### src/rtl/cicx_pkg.sv
package cicx_pkg;

    parameter int CH_NUM   = 2;
    parameter int LANE_NUM = 4;
    parameter int SMP_W    = 12;
    parameter int RAT_W    = 4;
    parameter int STG      = 4;

    localparam int SRC_NUM = 2 * CH_NUM;
    localparam int ACC_W   = SMP_W + STG * RAT_W;
    localparam int LSEL_W  = $clog2(LANE_NUM);

    typedef logic signed [ACC_W-1:0] acc_t;
    typedef logic signed [SMP_W-1:0] smp_t;

    typedef enum logic {COMP_I = 1'b0, COMP_Q = 1'b1} comp_e;

    typedef struct packed {
        logic              en;
        logic [LSEL_W-1:0] lane;
    } route_t;

    function automatic logic [RAT_W-1:0] eff_ratio(input logic [RAT_W-1:0] r);
        return (r == '0) ? RAT_W'(1) : r;
    endfunction

    function automatic acc_t widen(input smp_t s);
        return acc_t'(s);
    endfunction

endpackage

### src/rtl/cicx_phase_ctl.sv
module cicx_phase_ctl
    import cicx_pkg::*;
(
    input  logic             clk,
    input  logic             rst,
    input  logic [RAT_W-1:0] cfg_ratio,
    output logic             restart,
    output logic             load
);

    logic [RAT_W-1:0] ratio_q;
    logic [RAT_W-1:0] slot_q;
    logic [RAT_W-1:0] last_slot;

    always_comb begin
        last_slot = eff_ratio(ratio_q) - RAT_W'(1);
        restart   = (cfg_ratio != ratio_q);
        load      = (slot_q == '0) && !restart;
    end

    always_ff @(posedge clk) begin
        if (rst || restart) begin
            ratio_q <= cfg_ratio;
            slot_q  <= '0;
        end else if (slot_q == last_slot) begin
            slot_q  <= '0;
        end else begin
            slot_q  <= slot_q + RAT_W'(1);
        end
    end

endmodule

### src/rtl/cicx_path.sv
module cicx_path
    import cicx_pkg::*;
(
    input  logic clk,
    input  logic rst,
    input  logic clear,
    input  logic load,
    input  logic take,
    input  smp_t din,
    output acc_t dout
);

    acc_t dly_q [STG];
    acc_t ig_q  [STG];
    acc_t up_q;
    acc_t cmb   [STG+1];

    always_comb begin
        cmb[0] = take ? widen(din) : '0;
        for (int k = 0; k < STG; k++) begin
            cmb[k+1] = cmb[k] - dly_q[k];
        end
    end

    always_ff @(posedge clk) begin
        if (rst || clear) begin
            for (int k = 0; k < STG; k++) begin
                dly_q[k] <= '0;
                ig_q[k]  <= '0;
            end
            up_q <= '0;
        end else begin
            for (int k = 0; k < STG; k++) begin
                if (load) dly_q[k] <= cmb[k];
            end
            up_q     <= load ? cmb[STG] : '0;
            ig_q[0]  <= ig_q[0] + up_q;
            for (int k = 1; k < STG; k++) begin
                ig_q[k] <= ig_q[k] + ig_q[k-1];
            end
        end
    end

    assign dout = ig_q[STG-1];

endmodule

### src/rtl/cicx_xbar.sv
module cicx_xbar
    import cicx_pkg::*;
(
    input  route_t [SRC_NUM-1:0]             route,
    input  logic   [SRC_NUM-1:0]             src_live,
    input  acc_t   [SRC_NUM-1:0]             src_val,
    output logic   [LANE_NUM-1:0][ACC_W-1:0] lane_out
);

    for (genvar gl = 0; gl < LANE_NUM; gl++) begin : g_lane
        acc_t pick;
        always_comb begin
            pick = '0;
            for (int s = SRC_NUM - 1; s >= 0; s--) begin
                if (src_live[s] && route[s].en && route[s].lane == LSEL_W'(gl)) begin
                    pick = src_val[s];
                end
            end
        end
        assign lane_out[gl] = pick;
    end

endmodule

### src/rtl/cicx_tx_bank.sv
module cicx_tx_bank
    import cicx_pkg::*;
(
    input  logic                             clk,
    input  logic                             rst,
    input  logic [RAT_W-1:0]                 cfg_ratio,
    input  logic                             cfg_two_ch,
    input  logic [SRC_NUM-1:0]               route_en,
    input  logic [SRC_NUM-1:0][LSEL_W-1:0]   route_lane,
    input  logic [CH_NUM-1:0]                in_valid,
    output logic [CH_NUM-1:0]                in_ready,
    input  logic [CH_NUM-1:0][SMP_W-1:0]     in_i,
    input  logic [CH_NUM-1:0][SMP_W-1:0]     in_q,
    output logic [LANE_NUM-1:0][ACC_W-1:0]   lane_out
);

    logic                  restart;
    logic                  load;
    logic   [CH_NUM-1:0]   ch_en;
    logic   [SRC_NUM-1:0]  src_live;
    acc_t   [SRC_NUM-1:0]  src_val;
    route_t [SRC_NUM-1:0]  route;

    cicx_phase_ctl u_phase (
        .clk       (clk),
        .rst       (rst),
        .cfg_ratio (cfg_ratio),
        .restart   (restart),
        .load      (load)
    );

    for (genvar gc = 0; gc < CH_NUM; gc++) begin : g_ch
        if (gc == 0) begin : g_base
            assign ch_en[gc] = 1'b1;
        end else begin : g_opt
            assign ch_en[gc] = cfg_two_ch;
        end
        assign in_ready[gc] = load && ch_en[gc];
    end

    for (genvar gs = 0; gs < SRC_NUM; gs++) begin : g_src
        localparam int    CH   = gs / 2;
        localparam comp_e KIND = comp_e'(gs % 2);
        smp_t din;
        assign din          = (KIND == COMP_Q) ? smp_t'(in_q[CH]) : smp_t'(in_i[CH]);
        assign src_live[gs] = ch_en[CH];
        assign route[gs]    = '{en: route_en[gs], lane: route_lane[gs]};

        cicx_path u_path (
            .clk   (clk),
            .rst   (rst),
            .clear (restart || !ch_en[CH]),
            .load  (load),
            .take  (in_valid[CH] && in_ready[CH]),
            .din   (din),
            .dout  (src_val[gs])
        );
    end

    cicx_xbar u_xbar (
        .route    (route),
        .src_live (src_live),
        .src_val  (src_val),
        .lane_out (lane_out)
    );

endmodule

### config.mk
export PLATFORM = sky130hd
export DESIGN_NAME = cicx_tx_bank
export DESIGN_NICKNAME = d
export VERILOG_FILES = /design/src/rtl/cicx_pkg.sv /design/src/rtl/cicx_phase_ctl.sv /design/src/rtl/cicx_path.sv /design/src/rtl/cicx_xbar.sv /design/src/rtl/cicx_tx_bank.sv
export SDC_FILE = /design/constraint.sdc
export NUM_CORES = 2
export LEC_CHECK = 0
export BUFFER_PORTS_ARGS = -buffer_cell sky130_fd_sc_hd__buf_2
export CORE_ASPECT_RATIO = 2
export CORE_UTILIZATION = 64
export CTS_CLUSTER_SIZE = 12
export DETAILED_ROUTE_END_ITERATION = 8
export PLACE_DENSITY_LB_ADDON = 0.05
export SYNTH_ARGS = -nofsm -noshare
export SYNTH_HDL_FRONTEND = slang
export SYNTH_SLANG_ARGS = --single-unit
### constraint.sdc
create_clock -name clk -period 13.1 [get_ports clk]
set_input_delay 1.965 -clock clk [delete_from_list [all_inputs] [get_ports clk]]
set_output_delay 1.965 -clock clk [all_outputs]
set_load 0.005 [all_outputs]
-- Word-level counts from Yosys, hierarchy flattened
Memory sizes are Yosys's and may differ from the RTL's.
Index checks and enable logic that the tools add are counted.
- bits in registers: 120
- latch bits: 0
- RAM bits: 896
- memory bits (read-only): 0
- bits of input ports: 69
- output and inout port bits: 114
- memories: 8
- memory list (name ; words ; width ; rd ports ; clocked after memory_dff ; write ports ; RTL line ; source):
    g_src[0].u_path.dly_q ; 4 ; 28 ; 4 ; 0 ; 4 ; cicx_path.sv:13 ; acc_t dly_q [STG];
    g_src[0].u_path.ig_q ; 4 ; 28 ; 4 ; 0 ; 4 ; cicx_path.sv:14 ; acc_t ig_q [STG];
    g_src[1].u_path.dly_q ; 4 ; 28 ; 4 ; 0 ; 4 ; cicx_path.sv:13 ;
    g_src[1].u_path.ig_q ; 4 ; 28 ; 4 ; 0 ; 4 ; cicx_path.sv:14 ;
    g_src[2].u_path.dly_q ; 4 ; 28 ; 4 ; 0 ; 4 ; cicx_path.sv:13 ;
    g_src[2].u_path.ig_q ; 4 ; 28 ; 4 ; 0 ; 4 ; cicx_path.sv:14 ;
    2 more memories ; n/a ; n/a ; n/a ; n/a ; n/a ; n/a ;
- add/sub/neg operators: 34
- multipliers: 0
- divide/modulo/power cells: 0
- magnitude comparators: 0
- equal/unequal tests: 14
- shift operators: 0
- multiplexer cells: 64
- bitwise gates (word level): 33
- reduce and logical (&&, ||, !) cells: 36
- operators with widths (kind ; count):
    two-way mux 28 bit ; 52
    adder 28 bit ; 16
    subtractor 28 bit ; 16
    bitwise OR 1 bit ; 32
    logical AND 1 bit ; 22
    equality test 2 bit (second input constant) ; 8
    two-way mux 1 bit ; 11
    equality test 2 x 1 -> 1 bit (second input constant) ; 4
    zero test 2 bit ; 4
    zero test 4 bit ; 2
    OR reduction 2 bit ; 3
    adder 4 x 1 -> 4 bit (second input constant) ; 1
    equality test 4 bit ; 1
    two-way mux 4 bit ; 1
    inequality test 4 bit ; 1
    subtractor 4 x 1 -> 4 bit (second input constant) ; 1
    logical OR 1 bit ; 3
    zero test 1 bit ; 2
    inverter 1 bit ; 1

-- Longest topological paths before layout
- depth after elaboration: 10
- depth in mapped cells: 50
- mapped depth without buffers: 48

-- Cells and area by module
From an unflattened synthesis, not the netlist that was laid out.
- cells, all modules: 8231
- area total of the unflattened synthesis: 71795.1 um2
- by module, submodules not included (module ; times used ; cells an instance ; area an instance (um2) ; seq. area each (um2)):
    cicx_path at g_src[1].u_path ; 1 ; 1961 ; 17231.5 ; 5685.5
    cicx_path at g_src[2].u_path ; 1 ; 1913 ; 16842.4 ; 5685.5
    cicx_path at g_src[0].u_path ; 1 ; 1865 ; 16678.5 ; 5685.5
    cicx_path at g_src[3].u_path ; 1 ; 1858 ; 16658.5 ; 5685.5
    cicx_xbar ; 1 ; 589 ; 3897.5 ; 0.0
    cicx_phase_ctl ; 1 ; 39 ; 447.9 ; 200.2
    cicx_tx_bank ; 1 ; 6 ; 38.8 ; 0.0

-- Worst setup path before layout
Ideal clock, no wire load.
- path kind: input port to flip-flop
- start: in cfg_ratio[0]
- end: reg g_src[2].u_path.up_q[27]
- setup time: 0.128 ns
- arrival: 9.939 ns
- required time: 12.972 ns
- slack: 3.033 ns
- stages: 42
- buffers on the path: 2
- cell sequence: xnor2_1 > nand4_1 > nor2_1 > and3_1 > clkbuf_1 > clkbuf_1 > and2_1 > ha_1 > a21o_1 > a21o_1 > a21oi_1 > o21bai_1 > and2_1 > o21ai_0 > a21oi_1 > o21ai_0 > a21boi_1 > o21ai_0 > (+6 left out) > ha_1 > nand2_1 > nor2_1 > a211oi_1 > a21boi_1 > o41ai_1 > nor2b_1 > nor2_1 > xnor2_1 > ha_1 > a2111o_1 > o221a_2 > o41ai_1 > o21ai_0 > a31oi_1 > xnor2_1 > xnor2_1 > nor2_1
- RTL lines (what ; RTL line ; source):
    start, declared ; cicx_tx_bank.sv:6 ; input logic [RAT_W-1:0] cfg_ratio,
    end signal, assigned ; cicx_path.sv:36 ; up_q <= load ? cmb[STG] : '0;
    end, declared ; cicx_path.sv:15 ; acc_t up_q;

==> run metrics <==
Tot GR Track Use 0.311; TNS Setup 0 ns; post-DR vias/cell 5.93; Core ar. 107000 µm²; failing checks design-rule violations; Max stage delay on crit path 0.91 ns; Top Ports 183; first-pass GRT wire length 274000 µm; Die Ht 466 µm; number of synthesized flops with an enable pin 388; Sequential Power Share 0.233; drt pass-1 iters 9; CTS H-tree lvls 3; clock buffer depth 3; Starting Density 0.645; Peak Freq 89.5 MHz; Power Total 13400 µW; number of routed nets with antenna violations 0; slowest cell on the critical path o31ai_1; setup violators final 0; ys async rst share 0; actual slew at the worst max-slew pin 1.22 ns; final core utilization 0.693; number of max-cap violations 0; Synth Cell Area 69000 µm²; Peak VDD IR 149 µV; area share of the largest cell type after synthesis 0.169; Critical path buffers and inverters 3; NetSw 5410 µW; # clock sinks 952; hold crit path type reg2reg; reg-to-reg startpoint u_phase.slot_q[0]; Clk pin slew, worst setup/hold paths 0.06 ns; routability cong. 0.979; Die X 234 µm; Via Count 56638; Critical Path AT 11.71 ns; vias in the first global route 56403; Syn Area/Cell 8.61 µm²; largest net degree at the start of global routing 184; CTS Buf Count 95; Clock Power Share 0.198; final WL 169000 µm; Mapped Cells 8013; I/O Buffers 182; critical path startpoint category input port; Cell Int Power 8030 µW; starting DRC count in detailed routing 2591; CTS resizes 0; layout cell share with drive strength beyond 1 0.0527; reg2reg setup slack 2.72 ns; setup bufs post-CTS 0; WL/cell 17.7 µm; synthesized flop and latch total 952; Final Skew 0.0309 ns; DRC Markers 64; worst setup path start cfg_ratio[1]; most frequent cells in the layout nor2_1, ha_1, inv_1; synth top area cells edfxtp_1, dfxtp_1, ha_1; CTS tree done; R2R depth 43; most common cell after layout, fill and taps aside nor2_1; Max Slew Vio Count 0; Rel. slew slack 0.185; prevailing post-synth register cell dfxtp_1; Comb power frac 0.569; synth warn 0; switching share of power 0.402; CTS Root Cell clkbuf_16; Required @ worst endpoint 13.64 ns; area grow syn2layout 7.46%; Power Dens Cells 181 nW/µm²; Worst setup EP type flop; final hold viol count 0; Nets 9017; hold_buf cts 0; period utilization 0.853; Post-DP HPWL 129000 µm; GR Overflow Total 0; min cycle time layout 11.17 ns; Top delay family on crit path compound AO/OA/AOI/OAI gates; crit path to g_src[3].u_path.up_q[27]; Crit Path Max Fanout 25; leakage 0.0331 µW; Reg-to-Reg End g_src[3].u_path.up_q[27]; WP depth 43; outcome complete, but fails checks; die area 109000 µm²; Crit Path Class in2reg; most area-hungry cell type in the Yosys netlist edfxtp_1; library cells used by synthesis 83; most frequent cell on the critical path a21oi_1; Seq/Total Area, Yosys 0.333; RSZ-0062 raised after global routing false; worst skew pair latency 0.71 ns; Net Count, Synth 8926; site row count 170; initial antenna violation count 5
==> worst reg2reg max path: cells and delay by family, from the launching register on <==
family	cells	cell delay, ns
flip-flops	1	0.39
XOR/XNOR	3	0.49
adder cells (fa/ha/maj)	5	1.50
AO/OA/AOI/OAI	20	4.46
buffers and inverters	3	0.70
AND/OR/NAND/NOR	12	2.68
==> how the worst min path moves through the flow <==
stage                              end  depth (start not counted)                        start  slack (ns)
2_1_floorplan        u_phase.slot_q[0]                          1            u_phase.slot_q[0]        0.47
4_1_cts        g_src[2].u_path.up_q[0]                          2  g_src[2].u_path.dly_q[3][0]        0.53
3_3_place_gp   g_src[2].u_path.up_q[0]                          2  g_src[2].u_path.dly_q[3][0]        0.52
3_5_place_dp   g_src[2].u_path.up_q[0]                          2  g_src[2].u_path.dly_q[3][0]        0.52
5_1_grt        g_src[2].u_path.up_q[0]                          2  g_src[2].u_path.dly_q[3][0]        0.53
6_report       g_src[2].u_path.up_q[0]                          2  g_src[2].u_path.dly_q[3][0]        0.52
==> through the flow <==
stage               setup WS, ns  hold slack (ns)  std cells  instance area [µm²]
floorplan                   3.03            0.468       8013                69000
CTS                         2.08            0.529       9547                74100
detailed placement          1.35            0.519       9383                71100
finish                      1.93            0.525       9552                74100
global placement            1.60            0.516       9383                71100
global route                1.04            0.533       9550                74100
==> routing by layer <==
layer  share of wire  up-vias  GRT usage
li1                -    28511          -
met1            0.38    26605      0.312
met2            0.51     1092      0.580
met3           0.046      430     0.0516
met4           0.066        0      0.197
met5               0        -          0
==> Yosys cell counts, types with 122 or more instances <==
| master | number |
|---|---|
| nor2_1 | 816 |
| ha_1 | 808 |
| inv_1 | 627 |
| a21oi_1 | 614 |
| dfxtp_1 | 564 |
| o21ai_0 | 528 |
| nand2_1 | 483 |
| and2_1 | 405 |
| edfxtp_1 | 388 |
| xnor2_1 | 369 |
| a21o_1 | 349 |
| xor2_1 | 267 |
| clkbuf_1 | 196 |
| nor3_1 | 164 |
| and3_1 | 122 |
==> area by class of cell <==
class	count	area, µm²
Clock buffer	154	2860
Tap cell	1376	1720
Antenna cell	5	12.5
Inverter	627	2360
Sequential cell	952	22900
Timing Repair Buffer	214	1160
Clock inverter	10	93.8
Multi-Input combinational cell	6214	43000
Fill cell	8780	32900
==> power by group through the flow <==
| stage | Clock [µW] | Combinational, µW | Sequential [µW] |
|---|---|---|---|
| floorplan | 0 | 6290 | 3190 |
| global placement | 0 | 7390 | 3200 |
| detailed placement | 0 | 7600 | 3200 |
| CTS | 2710 | 7640 | 3130 |
| global route | 2810 | 8630 | 3140 |
| finish | 2660 | 7650 | 3130 |
==> kinds of logic (layout without fill, tap and decap cells) <==
kind of cell	after synthesis	in the layout	synth area share
flops	952	952	0.333
simple gates	2478	2478	0.174
compound gates	2250	2250	0.208
mux	2	2	0.000290
fa+ha+maj	844	844	0.157
xor+xnor	640	640	0.0821
other cells	0	5	0
buf+inv	847	1005	0.0462
==> registers in the layout, indices dropped and copies added (netlist names) <==
name                flops
g_src.u_path.ig_q     448
g_src.u_path.dly_q    384
g_src.u_path.up_q     112
u_phase.ratio_q         4
u_phase.slot_q          4
Power figures use the tool's default switching activity.
